**src/rtl/runahead_gate_pkg.sv**
```systemverilog
package runahead_gate_pkg;
  typedef struct packed {
    logic countFetch;
    logic countRetire;
    logic enterNow;
    logic exitNow;
  } gateStrobes_t;
endpackage

```
**src/rtl/runahead_gate_ctrl.sv**
```systemverilog
module runahead_gate_ctrl
  import runahead_gate_pkg::*;
(
  input  logic         clk,
  input  logic         rstN,
  input  logic         missAtHead,
  input  logic         missServiced,
  input  logic         overlapOk,
  input  logic         waitOk,
  input  logic         mlpOk,
  output gateStrobes_t strobes,
  output logic         grant,
  output logic         inRa
);
  always_comb begin
    grant               = missAtHead && !inRa && overlapOk && waitOk && mlpOk;
    strobes.countFetch  = !inRa;
    strobes.countRetire = inRa;
    strobes.enterNow    = grant;
    strobes.exitNow     = inRa && missServiced;
  end

  always_ff @(posedge clk) begin
    if (!rstN)                inRa <= 1'b0;
    else if (strobes.exitNow) inRa <= 1'b0;
    else if (grant)           inRa <= 1'b1;
  end


  no_double_grant_chk: assert property (@(posedge clk) disable iff (!rstN)
    grant |=> !grant);

  enter_follows_grant_chk: assert property (@(posedge clk) disable iff (!rstN)
    grant |=> inRa);

  exit_on_service_chk: assert property (@(posedge clk) disable iff (!rstN)
    (inRa && missServiced) |=> !inRa);
endmodule

```
**src/rtl/runahead_gate_datapath.sv**
```systemverilog
module runahead_gate_datapath
  import runahead_gate_pkg::*;
#(
  parameter int CNT_W       = 16,
  parameter int WAIT_W      = 12,
  parameter int FETCH_W     = 4,
  parameter int RET_W       = 4,
  parameter int PC_W        = 32,
  parameter int MLP_ENTRIES = 64
) (
  input  logic              clk,
  input  logic              rstN,
  input  gateStrobes_t      strobes,
  input  logic [FETCH_W-1:0] fetchCount,
  input  logic [RET_W-1:0]  retireCount,
  input  logic              missAtHead,
  input  logic              missServiced,
  input  logic              extraMiss,
  input  logic [PC_W-1:0]   missPc,
  input  logic [WAIT_W-1:0] waitThresh,
  output logic              overlapOk,
  output logic              waitOk,
  output logic              mlpOk
);
  localparam int IDX_W = $clog2(MLP_ENTRIES);
  localparam logic [CNT_W-1:0]  CNT_MAX  = '1;
  localparam logic [WAIT_W-1:0] WAIT_MAX = '1;

  logic [CNT_W-1:0]  fetchSince, retAcc, savedLen;
  logic [WAIT_W-1:0] waitCnt;
  logic [1:0]        mlpTable [MLP_ENTRIES];
  logic [IDX_W-1:0]  trigIdx, curIdx;
  logic              sawExtra;
  logic [CNT_W:0]    fetchSum, retSum;

  assign curIdx    = missPc[IDX_W-1:0];
  assign fetchSum  = {1'b0, fetchSince} + (CNT_W+1)'(fetchCount);
  assign retSum    = {1'b0, retAcc} + (CNT_W+1)'(retireCount);
  assign overlapOk = fetchSince > savedLen;
  assign waitOk    = waitCnt >= waitThresh;
  assign mlpOk     = mlpTable[curIdx][1];

  always_ff @(posedge clk) begin
    if (!rstN) begin
      fetchSince <= CNT_MAX;
      retAcc     <= '0;
      savedLen   <= '0;
      waitCnt    <= '0;
      sawExtra   <= 1'b0;
      trigIdx    <= '0;
    end else begin
      if (strobes.exitNow)
        fetchSince <= '0;
      else if (strobes.countFetch)
        fetchSince <= fetchSum[CNT_W] ? CNT_MAX : fetchSum[CNT_W-1:0];

      if (strobes.enterNow) begin
        retAcc   <= '0;
        sawExtra <= 1'b0;
        trigIdx  <= curIdx;
      end else if (strobes.exitNow) begin
        savedLen <= retSum[CNT_W] ? CNT_MAX : retSum[CNT_W-1:0];
        retAcc   <= '0;
        sawExtra <= 1'b0;
      end else if (strobes.countRetire) begin
        retAcc   <= retSum[CNT_W] ? CNT_MAX : retSum[CNT_W-1:0];
        sawExtra <= sawExtra | extraMiss;
      end

      if (missServiced)
        waitCnt <= '0;
      else if (missAtHead && waitCnt != WAIT_MAX)
        waitCnt <= waitCnt + 1'b1;
    end
  end

  for (genvar e = 0; e < MLP_ENTRIES; e++) begin : g_mlp
    always_ff @(posedge clk) begin
      if (!rstN)
        mlpTable[e] <= 2'd2;
      else if (strobes.exitNow && trigIdx == IDX_W'(e)) begin
        if (sawExtra || extraMiss) begin
          if (mlpTable[e] != 2'd3) mlpTable[e] <= mlpTable[e] + 2'd1;
        end else begin
          if (mlpTable[e] != 2'd0) mlpTable[e] <= mlpTable[e] - 2'd1;
        end
      end
    end
  end


  fetch_restart_chk: assert property (@(posedge clk) disable iff (!rstN)
    strobes.exitNow |=> fetchSince == '0);

  fetch_no_wrap_chk: assert property (@(posedge clk) disable iff (!rstN)
    (fetchSince == CNT_MAX && strobes.countFetch && !strobes.exitNow) |=> fetchSince == CNT_MAX);

  wait_no_wrap_chk: assert property (@(posedge clk) disable iff (!rstN)
    (waitCnt == WAIT_MAX && missAtHead && !missServiced) |=> waitCnt == WAIT_MAX);

  saved_len_hold_chk: assert property (@(posedge clk) disable iff (!rstN)
    !strobes.exitNow |=> $stable(savedLen));
endmodule

```
**src/rtl/runahead_gate.sv**
```systemverilog
module runahead_gate
  import runahead_gate_pkg::*;
#(
  parameter int CNT_W       = 16,
  parameter int WAIT_W      = 12,
  parameter int FETCH_W     = 4,
  parameter int RET_W       = 4,
  parameter int PC_W        = 32,
  parameter int MLP_ENTRIES = 64
) (
  input  logic               clk,
  input  logic               rstN,
  input  logic [FETCH_W-1:0] fetchCount,
  input  logic [RET_W-1:0]   retireCount,
  input  logic               missAtHead,
  input  logic [PC_W-1:0]    missPc,
  input  logic               missServiced,
  input  logic               extraMiss,
  input  logic [WAIT_W-1:0]  waitThresh,
  output logic               enterGrant,
  output logic               raActive
);
  gateStrobes_t strobes;
  logic overlapOk, waitOk, mlpOk;

  runahead_gate_ctrl u_ctrl (
    .clk, .rstN, .missAtHead, .missServiced,
    .overlapOk, .waitOk, .mlpOk,
    .strobes, .grant(enterGrant), .inRa(raActive)
  );

  runahead_gate_datapath #(
    .CNT_W(CNT_W), .WAIT_W(WAIT_W), .FETCH_W(FETCH_W), .RET_W(RET_W),
    .PC_W(PC_W), .MLP_ENTRIES(MLP_ENTRIES)
  ) u_dp (
    .clk, .rstN, .strobes, .fetchCount, .retireCount, .missAtHead,
    .missServiced, .extraMiss, .missPc, .waitThresh,
    .overlapOk, .waitOk, .mlpOk
  );


  grant_needs_head_chk: assert property (@(posedge clk) disable iff (!rstN)
    enterGrant |-> missAtHead && !raActive);
endmodule

```
**config.mk**
```make
export PLATFORM = sky130hd
export DESIGN_NAME = runahead_gate
export DESIGN_NICKNAME = d
export VERILOG_FILES = /design/src/rtl/runahead_gate_pkg.sv /design/src/rtl/runahead_gate_ctrl.sv /design/src/rtl/runahead_gate_datapath.sv /design/src/rtl/runahead_gate.sv
export SDC_FILE = /design/constraint.sdc
export NUM_CORES = 1
export LEC_CHECK = 0
export ABC_AREA = 1
export BUFFER_PORTS_ARGS = -buffer_cell sky130_fd_sc_hd__buf_4
export CAP_MARGIN = 40
export CORE_MARGIN = 3
export CORE_UTILIZATION = 57
export CTS_BUF_LIST = sky130_fd_sc_hd__clkbuf_16
export CTS_CLUSTER_DIAMETER = 60
export CTS_CLUSTER_SIZE = 10
export DETAILED_ROUTE_END_ITERATION = 8
export PLACE_DENSITY = 0.76
export SLEW_MARGIN = 25
export SYNTH_ARGS = -nofsm -noshare
export SYNTH_HDL_FRONTEND = slang
export SYNTH_SLANG_ARGS = --single-unit
```
**constraint.sdc**
```tcl
create_clock -name clk -period 2.4 [get_ports clk]
set_input_delay 0.12 -clock clk [delete_from_list [all_inputs] [get_ports clk]]
set_output_delay 0.12 -clock clk [all_outputs]
set_load 0.01 [all_outputs]
```
==> metrics.md, run 1 <==
| Metric | Value |
|---|---|
| Status | `finished clean` |
| Final min period | `2.25 ns` |
| Syn avg cell area | `7.47 sq um` |
| MaxCap Viol Count | `0` |
| Hold_ws | `0.0511 ns` |
| Worst R2R Start | `u_dp.savedLen[11]` |
| Worst-margin pin slew | `approximately 0.74 ns` |
| Maximum vdd drop | `0.476 mV` |
| RSZ-0062 raised after global routing | `true` |
| Most frequent cells in the layout | `inv_1, nand2_1, nor2_1, nand3_1, ha_1` |
| Io pins | `a little under 60` |
| Synth-to-layout area growth | `8.11%` |
| Most common cell after layout, fill and taps aside | `inv_1` |
| Fin crit share | `93.8%` |
| Clock-pin slew on the worst setup and hold paths | `approximately 0.08 ns` |
| Vias in the first global route | `12,600` |
| DR iter-0 viols | `1,160` |
| Via density | `5.70` |
| Fraction of registers with async set/reset | `0%` |
| RePlAce Congestion | `0.893` |
| Number of routed nets with antenna violations | `0` |
| Worst Setup SP | `u_dp.savedLen[11]` |
| Final-report setup violation count | `0` |
| WP data required | `2.77 ns` |
| Die Ht | `~170 um` |
| Avg WL per Cell | `14.9 um` |
| Total power per unit cell area | `513 nW/um^2` |
| Final core occ | `63.6%` |
| Startpoint types | `flip-flop` |
| Ys Warns | `0` |
| ANT cells | `0` |
| Mapped Nets | `around 2,200` |
| Crit Path Category | `reg2reg` |
| Grt total ovfl | `0` |
| CP Data Arrival Time | `2.62 ns` |
| Placed cells | `2,253` |
| Clk_lat worst skew | `0.45 ns` |
| Post-synth EDFFs | `~130` |
| Vias | `around 13,000` |
| First-pass GRT wire length | `57,700 um` |
| Max Transition Viols Final | `0` |
| CTS H-tree depth | `4` |
| Number of I/O port buffers | `32` |
| CP Max Fanout | `17` |
| Number of core rows | `57` |
| Area leader, netlist | `edfxtp_1` |
| Skew final | `~0.016 ns` |
| Hold_sp | `missServiced` |
| Fill count | `2,210` |
| Post-synthesis sequential area ratio | `35.9%` |
| Class of the tightest hold or removal check | `in2reg` |
| Synth Flop Type | `edfxtp_1` |
| Routed wire length | `34,100 um` |
| Core area | `about 25,000 sq um` |
| Max clock buf depth | `2` |
| Final non-filler cell total | `2,291` |
| Sum Neg Setup Slack | `0 ns` |
| Max Freq | `0.444 GHz` |
| Leak pwr | `6.97 nW` |
| Layout cells sized above 1 | `6.96%` |
| Num CTS Buffers | `17` |
| Post-Syn Area | `roughly 15,000 sq um` |
| Die area | `27,400 sq um` |
| Pre-CTS setup slack | `0.189 ns` |
| Nets | `about 2,200` |
| Post-Synthesis Cells | `1,942` |
| Largest net degree at the start of global routing | `139` |
| Crit end category | `flip-flop` |
| Detailed placement HPWL | `between 20,000 and 25,000 um` |
| Synth top area cells | `edfxtp_1, ha_1, dfxtp_1` |
| Clock Sinks | `196` |
| CTS Root Cell | `clkbuf_16` |
| Slew HR | `50.4%` |
| GRT Util Overall | `roughly 26%` |
| Hold Fails Final Rpt | `0` |
| Seq cells post-synth | `slightly below 200` |
| Yosys top cell area share | `26.5%` |
| PnR worst setup slack | `0.149 ns` |
| DR DRC count | `0` |
| CTS tree | `done` |
| Initial Util | `58.8%` |
| Pre-antenna DRT Iters | `6` |
| Initial antenna violation count | `0` |
| Die width | `166 um` |
| Post-synthesis cell type count | `44` |
synth_stat cells, drive strengths merged, types with 3 or more instances:
cell and instances:
nand3 193, o21ai 38, ha 163, nand2 317, xnor2 4, a21oi 144, nand4 39, nand3b 18
edfxtp 128, buf 37, inv 346, clkbuf 28, a31oi 51, nor3 81, xor2 9, nor4 17
dfxtp 68, or2 3, nor2 236, o211ai 6
repair_timing:
action,in CTS,in global routing
buffers inserted,1,0
resized for setup,5,6
pin swaps,3,0
hold endpoints to repair,6,0
endpoints found under the setup margin,1,26
hold buffers,6,0
worst max-delay path: stages (launching register included):
cell and delay (ns):
dfxtp_1 0.32, inv_1 0.05, ha_1 0.31, a21oi_1 0.15
o21ai_0 0.09, nand2_1 0.07, nand2_1 0.07, a21oi_1 0.28
nor2_4 0.07, nand3_4 0.08, buf_4 0.22, nand3_4 0.28
nor2_1 0.19
final cells by class:
| class | count | area, sq um | area share (%) |
|---|---|---|---|
| Timing Repair Buffer | 58 | 500 | 3.19 |
| Tap cell | 324 | 405 | 2.58 |
| Inverter | 347 | 1310 | 8.34 |
| Sequential cell | 196 | 5210 | 33.2 |
| Multi-Input combinational cell | 1334 | 7680 | 49.0 |
| Clock buffer | 17 | 425 | 2.71 |
| Clock inverter | 15 | 158 | 1.01 |
path summary, 6_finish.rpt:
check | end | cells after the start | slack [ns]
worst max-delay path | u_dp.retAcc[13] | 12 | 0.15
worst min-delay path | u_dp.waitCnt[3] | 4 | 0.05
worst max register to register | u_dp.retAcc[13] | 12 | 0.15
worst min register to register | u_dp.savedLen[12] | 2 | 0.47
metrics by stage:
step | power [mW] | instance area (sq um)
final | 8.05 | 15700
after CTS | 8.07 | 15700
after global routing | 8.43 | 15700
after global placement | 5.15 | 15000
after floorplan | 4.86 | 14500
after detailed placement | 5.19 | 15000
where the power goes:
group	total (mW)	internal, mW	switching (mW)
Sequential	3.82	3.70	0.127
Clock	2.90	1.40	1.50
Combinational	1.33	0.489	0.844
layer usage:
| metal | share of wire, % | global-route usage, % |
|---|---|---|
| met3 | 6.3 | 3.22 |
| met1 | 42 | 33.0 |
| met4 | 2.7 | 9.34 |
| met5 | 0 | 0 |
| met2 | 49 | 45.1 |
state kept, by name, indices dropped and copies added (netlist names):
register and cells:
u_dp.waitCnt 12, u_dp.trigIdx 6, u_dp.fetchSince 16, u_ctrl.inRa 1, u_dp.retAcc 16, u_dp.mlpTable 128
u_dp.sawExtra 1, u_dp.savedLen 16
kinds of logic after synthesis:
kind of cell	Yosys count	share of synthesized area, %
compound gates	249	9.33
simple gates	906	28.2
flops	196	35.9
mux	1	0.0690
buf+inv	412	11.4
xor+xnor	13	0.785
fa+ha+maj	165	14.3
(Power assumes the default switching activity.)
==> run 2, diff against run 1 <==
- CTS_CLUSTER_DIAMETER: 60 -> unset
- GPL_TIMING_DRIVEN: unset -> 0
- REMOVE_ABC_BUFFERS: unset -> 1
==> metrics.md, run 2 (synthesis gave the netlist of run 1 again) <==
| Metric | Value |
|---|---|
| Comb power frac | `16.8% (was 16.6%)` |
| Die area | `27,400 sq um (unchanged)` |
| DR iter-0 viols | `1,105 (was 1,160)` |
| Detailed placement HPWL | `22,800 um (was 23,700 um)` |
| GRT Util Overall | `25.9% (about the same)` |
| Layout cells sized above 1 | `8.40% (was 6.96%)` |
| CP Data Arrival Time | `2.17 ns (was 2.62 ns)` |
| CTS Root Cell | `clkbuf_16 (unchanged)` |
| Initial antenna violation count | `0 (unchanged)` |
| Die Ht | `166 um (unchanged)` |
| CTS tree | `done (unchanged)` |
| Max clock buf depth | `2 (unchanged)` |
| Max Freq | `0.437 GHz (was 0.444 GHz)` |
| Number of routed nets with antenna violations | `0 (unchanged)` |
| CP Max Fanout | `2 (was 17)` |
| Largest net degree at the start of global routing | `60 (was 139)` |
| Grt total ovfl | `0 (unchanged)` |
| Final instance area | `16,000 sq um (was 15,700 sq um)` |
| Max Transition Viols Final | `0 (unchanged)` |
| PnR worst setup slack | `0.110 ns (was 0.149 ns)` |
| Via density | `5.69 (was 5.70)` |
| Vias | `13,000 (was 13,100)` |
| Sw Share | `30.8% (was 30.6%)` |
| Synth-to-layout area growth | `10.2% (was 8.11%)` |
| Clock-pin slew on the worst setup and hold paths | `0.09 ns (was 0.08 ns)` |
| Hold Fails Final Rpt | `0 (unchanged)` |
| Initial Util | `58.8% (unchanged)` |
| Placed cells | `2,239 (was 2,253)` |
| WP data required | `2.28 ns (was 2.77 ns)` |
| Avg WL per Cell | `15.2 um (was 14.9 um)` |
| Crit end category | `primary output (was flip-flop)` |
| MaxCap Viol Count | `0 (unchanged)` |
| Fill count | `2,127 (was 2,210)` |
| Nets | `2,174 (was 2,176)` |
| Vias in the first global route | `12,500 (was 12,600)` |
| Startpoint types | `flip-flop (unchanged)` |
| DR DRC count | `0 (unchanged)` |
| Total power per unit cell area | `515 nW/um^2 (was 513 nW/um^2)` |
| Int Pwr | `5.70 mW (was 5.58 mW)` |
| Maximum vdd drop | `0.500 mV (was 0.476 mV)` |
| Die width | `166 um (unchanged)` |
| RePlAce Congestion | `0.920 (was 0.893)` |
| Clk_lat worst skew | `0.45 ns (about the same)` |
| Seq pwr share | `46.4% (was 47.5%)` |
| Slew HR | `48.6% (was 50.4%)` |
| CP max stage cell | `dfxtp_1 (unchanged)` |
| CTS H-tree depth | `4 (unchanged)` |
| Most common cell after layout, fill and taps aside | `inv_1 (unchanged)` |
| ANT cells | `0 (unchanged)` |
| Fin crit share | `95.4% (was 93.8%)` |
| Clock Sinks | `196 (unchanged)` |
| Final-report setup violation count | `0 (unchanged)` |
| Num CTS Buffers | `17 (unchanged)` |
| Pre-antenna DRT Iters | `6 (unchanged)` |
| Top register by number of flip-flops | `u_dp.mlpTable (unchanged)` |
| Final non-filler cell total | `2,289 (was 2,291)` |
| Routed wire length | `34,700 um (was 34,100 um)` |
| Worst-path cell chain | `inv_1, ha_1, a21oi_1, o21ai_0, nand2_1, nand2_1, a21oi_1, nor2_4, nand3_4, inv_2, buf_4 (was inv_1, ha_1, a21oi_1, o21ai_0, nand2_1, nand2_1, a21oi_1, nor2_4, nand3_4, buf_4, nand3_4, nor2_1)` |
| Number of I/O port buffers | `32 (unchanged)` |
| Io pins | `59 (unchanged)` |
| Crit Path Category | `reg2out (was reg2reg)` |
| Pre-CTS setup slack | `-0.936 ns (was 0.189 ns)` |
| Worst-margin pin slew | `0.769 ns (was 0.745 ns)` |
| Leak pwr | `7.04 nW (was 6.97 nW)` |
| Largest register FFs | `128 (unchanged)` |
| CP peak stage delay | `0.32 ns (about the same)` |
| Status | `finished clean (unchanged)` |
| P_sw | `2.54 mW (was 2.47 mW)` |
| Most frequent cells in the layout | `inv_1, nand2_1, nor2_1, nand3_1, ha_1 (unchanged)` |
| Number of core rows | `57 (unchanged)` |
| Final min period | `2.29 ns (was 2.25 ns)` |
| Post-DP Area | `15,000 sq um (about the same)` |
| Clock power share | `36.8% (was 36.0%)` |
| Core area | `24,700 sq um (unchanged)` |
| Class of the tightest hold or removal check | `in2reg (unchanged)` |
| Skew final | `0.0183 ns (was 0.0162 ns)` |
| First-pass GRT wire length | `57,500 um (was 57,700 um)` |
-- run 2: cell types whose count changed in the layout (fill, tap and decap cells not counted), sizes merged --
cell / change
buf: -4
bufbuf: +1
clkbuf: +1
clkinv: -2
clkinvlp: +2
-- run 2: repair_timing --
| action | in CTS | in global routing |
|---|---|---|
| endpoints found under the hold margin | 6 | 0 |
| cloned | 2 | 0 |
| gates resized for setup | 19 | 38 |
| hold buffers | 6 | 0 |
| setup endpoints to repair | 304 | 101 |
| setup buffers | 5 | 5 |
| pin swaps | 4 | 12 |
-- run 2: worst max-delay path, delay by kind of cell (launching register included) --
kind,cells,cell delay [ns]
AOI/OAI and AO/OA,3,0.51
and+or+nand+nor,4,0.37
DFF,1,0.32
adders and majority gates,1,0.31
buffers and inverters,3,0.21
-- run 2: cell type report --
class | instances | area [sq um] | area share [%]
sequential | 196 | 5230 | 32.7
multi-input combinational | 1334 | 7840 | 49.0
timing repair inverter | 1 | 5.00 | 0.0313
clock buffer | 18 | 450 | 2.82
timing repair buffer | 55 | 561 | 3.50
clock inverter | 14 | 173 | 1.08
inverter | 347 | 1330 | 8.31
tap | 324 | 405 | 2.53
-- run 2: worst paths after layout --
kind                         start                  end  slack, ns  cells after the start
setup reg to reg       u_ctrl.inRa  u_dp.mlpTable[0][1]       0.14                      8
setup / recovery  u_dp.savedLen[9]           enterGrant       0.11                     11
hold reg to reg   u_dp.savedLen[9]     u_dp.savedLen[9]       0.47                      2
hold / removal        missServiced      u_dp.waitCnt[4]       0.05                      4
-- run 2: through the flow --
step / utilization (%) / hold slack (ns) / total power, mW / TNS (ns)
global route: 64.8 / 0.0639 / 8.60 / -0.00258
CTS: 64.0 / 0.0344 / 8.20 / 0
floorplan: - / 0.189 / 4.79 / -294.00
global placement: 60.0 / 0.397 / 5.12 / -967.78
finish: 64.8 / 0.0527 / 8.24 / 0
detailed placement: 60.6 / 0.408 / 5.18 / -149.35
-- run 2: power by group through the flow --
stage,Combinational [mW],Clock [mW],Sequential [mW]
finish,1.38,3.03,3.83
global route,1.58,3.18,3.84
CTS,1.33,3.06,3.82
global placement,1.22,0,3.89
floorplan,0.935,0,3.86
detailed placement,1.29,0,3.90
-- run 2: metal layers --
layer / track usage, % / wire (um)
met1: 32.6 / 14700
met2: 45.1 / 16900
met4: 9.75 / 858
met5: 0 / 0
met3: 3.54 / 2300
